<file path="config.mk">
export PLATFORM = sky130hd
export DESIGN_NAME = srx_top
export DESIGN_NICKNAME = d
export VERILOG_FILES = /design/src/rtl/srx_pkg.sv /design/src/rtl/srx_tick.sv /design/src/rtl/srx_sampler.sv /design/src/rtl/srx_frame.sv /design/src/rtl/srx_buffer.sv /design/src/rtl/srx_top.sv
export SDC_FILE = /design/constraint.sdc
export NUM_CORES = 1
export LEC_CHECK = 0
export ABC_CLOCK_PERIOD_IN_PS = 3700
export BUFFER_PORTS_ARGS = -buffer_cell sky130_fd_sc_hd__buf_2
export CORE_MARGIN = 2
export CORE_UTILIZATION = 45
export DETAILED_ROUTE_END_ITERATION = 10
export GPL_ROUTABILITY_DRIVEN = 0
export GPL_TIMING_DRIVEN = 0
export SETUP_SLACK_MARGIN = 0.02
export SLEW_MARGIN = 25
export SYNTH_ARGS = -nofsm -noshare
export SYNTH_HDL_FRONTEND = slang
export SYNTH_SLANG_ARGS = --single-unit
</file>
<file path="constraint.sdc">
create_clock -name clk -period 3.7 [get_ports clk]
set_clock_uncertainty 0.05 [all_clocks]
set_input_delay 0.37 -clock clk [delete_from_list [all_inputs] [get_ports clk]]
set_output_delay 0.37 -clock clk [all_outputs]
set_load 0.05 [all_outputs]
</file>
<file path="src/rtl/srx_pkg.sv">
package srx_pkg;

    localparam int OS_NORMAL = 16;
    localparam int OS_DOUBLE = 8;

    typedef enum logic [2:0] {
        ST_IDLE,
        ST_START,
        ST_DATA,
        ST_PAR,
        ST_STOP
    } rx_state_e;

    typedef struct packed {
        logic [8:0] word;
        logic       ferr;
        logic       perr;
        logic       marker;
    } rx_frame_t;

    function automatic logic [3:0] char_bits(input logic [2:0] code);
        case (code)
            3'b000:  return 4'd5;
            3'b001:  return 4'd6;
            3'b010:  return 4'd7;
            3'b011:  return 4'd8;
            3'b111:  return 4'd9;
            default: return 4'd8;
        endcase
    endfunction

    function automatic logic vote3(input logic a, input logic b, input logic c);
        return (a & b) | (a & c) | (b & c);
    endfunction

endpackage

</file>
<file path="src/rtl/srx_tick.sv">
module srx_tick #(
    parameter int DIV_W = 8
) (
    input  logic             clk,
    input  logic             rst,
    input  logic             en,
    input  logic [DIV_W-1:0] div,
    output logic             tick
);
    logic [DIV_W-1:0] cnt;

    assign tick = en && (cnt == div);

    always_ff @(posedge clk) begin
        if (rst || !en || tick) begin
            cnt <= '0;
        end else begin
            cnt <= cnt + 1'b1;
        end
    end
endmodule

</file>
<file path="src/rtl/srx_sampler.sv">
module srx_sampler #(
    parameter int SYNC_STAGES = 2
) (
    input  logic clk,
    input  logic rst,
    input  logic din,
    output logic dout
);
    logic [SYNC_STAGES-1:0] chain;

    always_ff @(posedge clk) begin
        if (rst) begin
            chain <= '1;
        end else begin
            chain <= {chain[SYNC_STAGES-2:0], din};
        end
    end

    assign dout = chain[SYNC_STAGES-1];
endmodule

</file>
<file path="src/rtl/srx_frame.sv">
module srx_frame
    import srx_pkg::*;
(
    input  logic       clk,
    input  logic       rst,
    input  logic       en,
    input  logic       tick,
    input  logic       dbl,
    input  logic       line,
    input  logic [2:0] char_code,
    input  logic [1:0] par_mode,
    output logic       push,
    output rx_frame_t  frame
);
    rx_state_e  st;
    logic [3:0] os_cnt;
    logic [1:0] votes;
    logic [3:0] bit_idx;
    logic [8:0] sh;
    logic       par_acc;
    logic       perr_r;

    logic [3:0] nb;
    logic [3:0] mid_lo;
    logic [3:0] last;
    logic       maj;
    logic       dec;
    logic [8:0] aligned;

    always_comb begin
        nb      = char_bits(char_code);
        mid_lo  = dbl ? 4'd3 : 4'd7;
        last    = dbl ? 4'(OS_DOUBLE - 1) : 4'(OS_NORMAL - 1);
        maj     = vote3(votes[1], votes[0], line);
        dec     = tick && (st != ST_IDLE) && (os_cnt == mid_lo + 4'd2);
        aligned = sh >> (4'd9 - nb);
    end

    always_ff @(posedge clk) begin
        if (rst || !en) begin
            st      <= ST_IDLE;
            os_cnt  <= '0;
            votes   <= '0;
            bit_idx <= '0;
            sh      <= '0;
            par_acc <= 1'b0;
            perr_r  <= 1'b0;
            push    <= 1'b0;
            frame   <= '0;
        end else begin
            push <= 1'b0;
            if (tick) begin
                if (st == ST_IDLE) begin
                    if (!line) begin
                        st     <= ST_START;
                        os_cnt <= 4'd1;
                    end
                end else begin
                    os_cnt <= (os_cnt == last) ? 4'd0 : os_cnt + 4'd1;
                    if (os_cnt == mid_lo || os_cnt == mid_lo + 4'd1) begin
                        votes <= {votes[0], line};
                    end
                end
            end
            if (dec) begin
                unique case (st)
                    ST_START: begin
                        if (maj) begin
                            st <= ST_IDLE;
                        end else begin
                            st      <= ST_DATA;
                            bit_idx <= '0;
                            par_acc <= 1'b0;
                            perr_r  <= 1'b0;
                        end
                    end
                    ST_DATA: begin
                        sh      <= {maj, sh[8:1]};
                        par_acc <= par_acc ^ maj;
                        if (bit_idx == nb - 4'd1) begin
                            st <= par_mode[1] ? ST_PAR : ST_STOP;
                        end else begin
                            bit_idx <= bit_idx + 4'd1;
                        end
                    end
                    ST_PAR: begin
                        perr_r <= par_acc ^ maj ^ par_mode[0];
                        st     <= ST_STOP;
                    end
                    ST_STOP: begin
                        push         <= 1'b1;
                        frame.word   <= aligned;
                        frame.ferr   <= !maj;
                        frame.perr   <= perr_r;
                        frame.marker <= (nb == 4'd9) ? aligned[8] : maj;
                        st           <= ST_IDLE;
                    end
                    default: st <= ST_IDLE;
                endcase
            end
        end
    end
endmodule

</file>
<file path="src/rtl/srx_buffer.sv">
module srx_buffer
    import srx_pkg::*;
(
    input  logic       clk,
    input  logic       rst,
    input  logic       en,
    input  logic       accept,
    input  rx_frame_t  frame,
    input  logic       rd,
    output logic [7:0] data,
    output logic       bit8,
    output logic       done,
    output logic       ferr,
    output logic       perr,
    output logic       ovr
);
    always_ff @(posedge clk) begin
        if (rst || !en) begin
            data <= '0;
            bit8 <= 1'b0;
            done <= 1'b0;
            ferr <= 1'b0;
            perr <= 1'b0;
            ovr  <= 1'b0;
        end else begin
            if (rd) begin
                done <= 1'b0;
                ovr  <= 1'b0;
            end
            if (accept) begin
                if (done && !rd) begin
                    ovr <= 1'b1;
                end else begin
                    data <= frame.word[7:0];
                    bit8 <= frame.word[8];
                    ferr <= frame.ferr;
                    perr <= frame.perr;
                    done <= 1'b1;
                end
            end
        end
    end
endmodule

</file>
<file path="src/rtl/srx_top.sv">
module srx_top
    import srx_pkg::*;
#(
    parameter int DIV_W = 8
) (
    input  logic             clk,
    input  logic             rst,
    input  logic             rx_en,
    input  logic             dbl_speed,
    input  logic             mp_mode,
    input  logic [2:0]       char_code,
    input  logic [1:0]       par_mode,
    input  logic [DIV_W-1:0] baud_div,
    input  logic             rxd,
    input  logic             rd_strobe,
    input  logic             irq_en,
    input  logic             gie,
    output logic [7:0]       rx_data,
    output logic             rx_bit8,
    output logic             rx_done,
    output logic             err_frame,
    output logic             err_overrun,
    output logic             err_parity,
    output logic             pin_claim,
    output logic             irq
);
    logic      os_tick;
    logic      line_s;
    logic      frm_push;
    logic      frm_accept;
    rx_frame_t frm;

    srx_tick #(.DIV_W(DIV_W)) tick_i (
        .clk (clk),
        .rst (rst),
        .en  (rx_en),
        .div (baud_div),
        .tick(os_tick)
    );

    srx_sampler #(.SYNC_STAGES(2)) samp_i (
        .clk (clk),
        .rst (rst),
        .din (rxd),
        .dout(line_s)
    );

    srx_frame frame_i (
        .clk      (clk),
        .rst      (rst),
        .en       (rx_en),
        .tick     (os_tick),
        .dbl      (dbl_speed),
        .line     (line_s),
        .char_code(char_code),
        .par_mode (par_mode),
        .push     (frm_push),
        .frame    (frm)
    );

    assign frm_accept = frm_push && (!mp_mode || frm.marker);

    srx_buffer buf_i (
        .clk   (clk),
        .rst   (rst),
        .en    (rx_en),
        .accept(frm_accept),
        .frame (frm),
        .rd    (rd_strobe),
        .data  (rx_data),
        .bit8  (rx_bit8),
        .done  (rx_done),
        .ferr  (err_frame),
        .perr  (err_parity),
        .ovr   (err_overrun)
    );

    assign pin_claim = rx_en;
    assign irq       = irq_en && gie && rx_done;
endmodule

</file>
==> metrics <==
status=completed; syn nets=413; critical path endpoint category=flop; Worst Hold Class=input pin to flop; Die H=87.1 um; multi-input combinational cell area=0.00179 mm^2; CP Launch Point=tick_i.cnt[0]; layout cells sized above 1=0.138; Top Ports=37; Slew headroom=0.527; dominant cell type by area after synthesis=dfxtp_1; Seq. cell area=0.00120 mm^2; Worst Setup Path Type=flop to flop; met3 WL post-DR=283 um; Required @ worst endpoint=3910 ps; # setup viols final=0; area grow syn2layout=15.7%; Max Cap Viol=0; FF-to-FF path depth=6; vias in the first global route=2394; vias per inst=5.36; Clock transition at path regs=70 ps; CP Launch Type=flop; hold wc startpoint=rd_strobe; H-tree Lvls=3; Seq cells post-synth=60; Top FF cell, synth=dfxtp_1; Final Max Tran Viols=0; number of synthesis warnings=0; sum of negative setup slack=0 ps; ys async rst share=0; GRT Residual Overflow=0; min Tclk post-route=2400 ps; Seq/Total Area, Yosys=0.386; CTS max path bufs=2; crit path to=frame_i.bit_idx[3]; crit path DAT=2610 ps; detailed-routed wire length on met2=2.98 mm; DRT Pass-1 Iters=6; First DRT Iteration DRCs=124; most frequent cell after synthesis=dfxtp_1; post-synthesis cell type count=51; ANT nets after route=0; die width=87.1 um; cts bufs inserted=9; postcts setup bufs=0; Post-Syn Area=0.00311 mm^2; initial antenna violation count=0; fin util=0.532; final hold violations=0; die area=0.00759 mm^2; first-pass GRT wire length=11.2 mm; Worst Tran Pin Value=704 ps; DRC=0; post-DP HPWL=5.06 mm; share of the synthesized area in the top cell type=0.386; Post-synth top cells=dfxtp_1, nand2_1, nor2_1, a21oi_1, nand3_1; wire per inst=13.3 um; fin crit share=0.650; RSZ-0062 raised after global routing=no; vias after detailed routing=2762; post-CTS sizing=0; Reg-to-Reg Start=tick_i.cnt[0]; worst skew pair latency=330 ps; Reg2Reg Setup Slack=1300 ps; Final nets=458; P_leak=1.41 nW; clock root buffer=clkbuf_8; core footprint=0.00676 mm^2; Cells after Synth=385; WHS Path Cells=2; Synth area leaders=dfxtp_1, a21oi_1, nand2_1, mux2i_1, nand3_1; DR top layer=met4; diode count=0; reg2reg end=frame_i.bit_idx[3]; Port Buf Inserts=34; fillers=652; wl on met1=3.50 mm; Fmax=416 MHz; PD cells=388 mW/mm^2; crit-path max FO=8; Starting Density=0.460; Syn Area/Cell=8.08 um^2; CTS Hold Bufs=0; Peak VDD IR=194 uV; number of synthesized flops with an enable pin=0; largest net degree at the start of global routing=11; Routed WL=6.85 mm; CTS Sinks=60; Cell Rows=30; TritonCTS clock tree=yes; overall routing resource usage=0.187
## power by group
part           switching (mW)  total [mW]  leakage (nW)  internal [mW]
logic                  0.0599      0.0982         0.814         0.0383
registers             0.00242       0.650         0.484          0.648
clock network           0.252       0.647         0.113          0.394
total                   0.315        1.40          1.41           1.08
## cells by family after synthesis
family / count (synthesis) / share of synthesized area
multiplexers: 18 / 0.0588
flip-flops: 60 / 0.386
adder cells (fa/ha/maj): 7 / 0.0278
AO/OA/AOI/OAI: 80 / 0.159
XOR/XNOR: 20 / 0.0563
AND/OR/NAND/NOR: 170 / 0.273
buffers and inverters: 30 / 0.0382
## stage by stage
| step | worst slack [ps] | hold WS, ps | area (um^2) | cells | power (mW) |
|---|---|---|---|---|---|
| floorplan | 1500 | 339 | 3110 | 385 | 0.732 |
| global placement | 1250 | 354 | 3380 | 499 | 0.762 |
| detailed placement | 1200 | 359 | 3380 | 499 | 0.763 |
| CTS | 1290 | 147 | 3600 | 515 | 1.41 |
| global route | 1130 | 142 | 3600 | 515 | 1.45 |
| finish | 1300 | 158 | 3600 | 515 | 1.40 |
## worst min-delay path by stage
stage and to:
2_1_floorplan samp_i.chain[1], 3_3_place_gp samp_i.chain[1], 3_5_place_dp samp_i.chain[1], 4_1_cts buf_i.ovr
5_1_grt buf_i.ovr, 6_report buf_i.ovr
## critical path, stage by stage (launching register included)
cell and delay [ps]:
dfxtp_1 450, xnor2_1 180, nand4_1 220, nor4_4 540, o2111ai_2 320, or3_1 420
a21oi_1 150
## routing by layer
metal | vias to the layer above | track usage
li1 | 1445 | -
met1 | 1247 | 0.265
met2 | 60 | 0.279
met3 | 10 | 0.0455
met4 | 0 | 0.0629
met5 | - | 0
## registers in the layout (all words and copies together), names as in the netlist
signal and flops:
buf_i.ferr 1, frame_i.st 3, frame_i.votes 2, frame_i.sh 9
buf_i.bit8 1, tick_i.cnt 8, frame_i.push 1, frame_i.frame 12
buf_i.data 8, frame_i.os_cnt 4, frame_i.perr_r 1, frame_i.par_acc 1
buf_i.ovr 1, frame_i.bit_idx 4, buf_i.done 1, buf_i.perr 1
samp_i.chain 2
## cells in the final DEF, fill, tap and decap left out, types with 9 or more instances in the layout
master	instances
nand2_1	44
clkbuf_8	10
clkbuf_1	21
dfxtp_1	60
o21ai_0	10
or3_1	9
buf_2	36
nand2b_1	9
a21oi_1	35
xnor2_1	11
nand3_1	30
nor2_1	36
xor2_1	9
mux2i_1	16
## area by class of cell
class | count | area share
sequential | 60 | 0.334
clock inverter | 5 | 0.0209
tap | 80 | 0.0278
inverter | 7 | 0.00731
multi-input combinational | 295 | 0.498
buffer | 23 | 0.0257
timing repair buffer | 34 | 0.0473
clock buffer | 11 | 0.0393
Note: power is estimated with default switching activity, not from simulation.
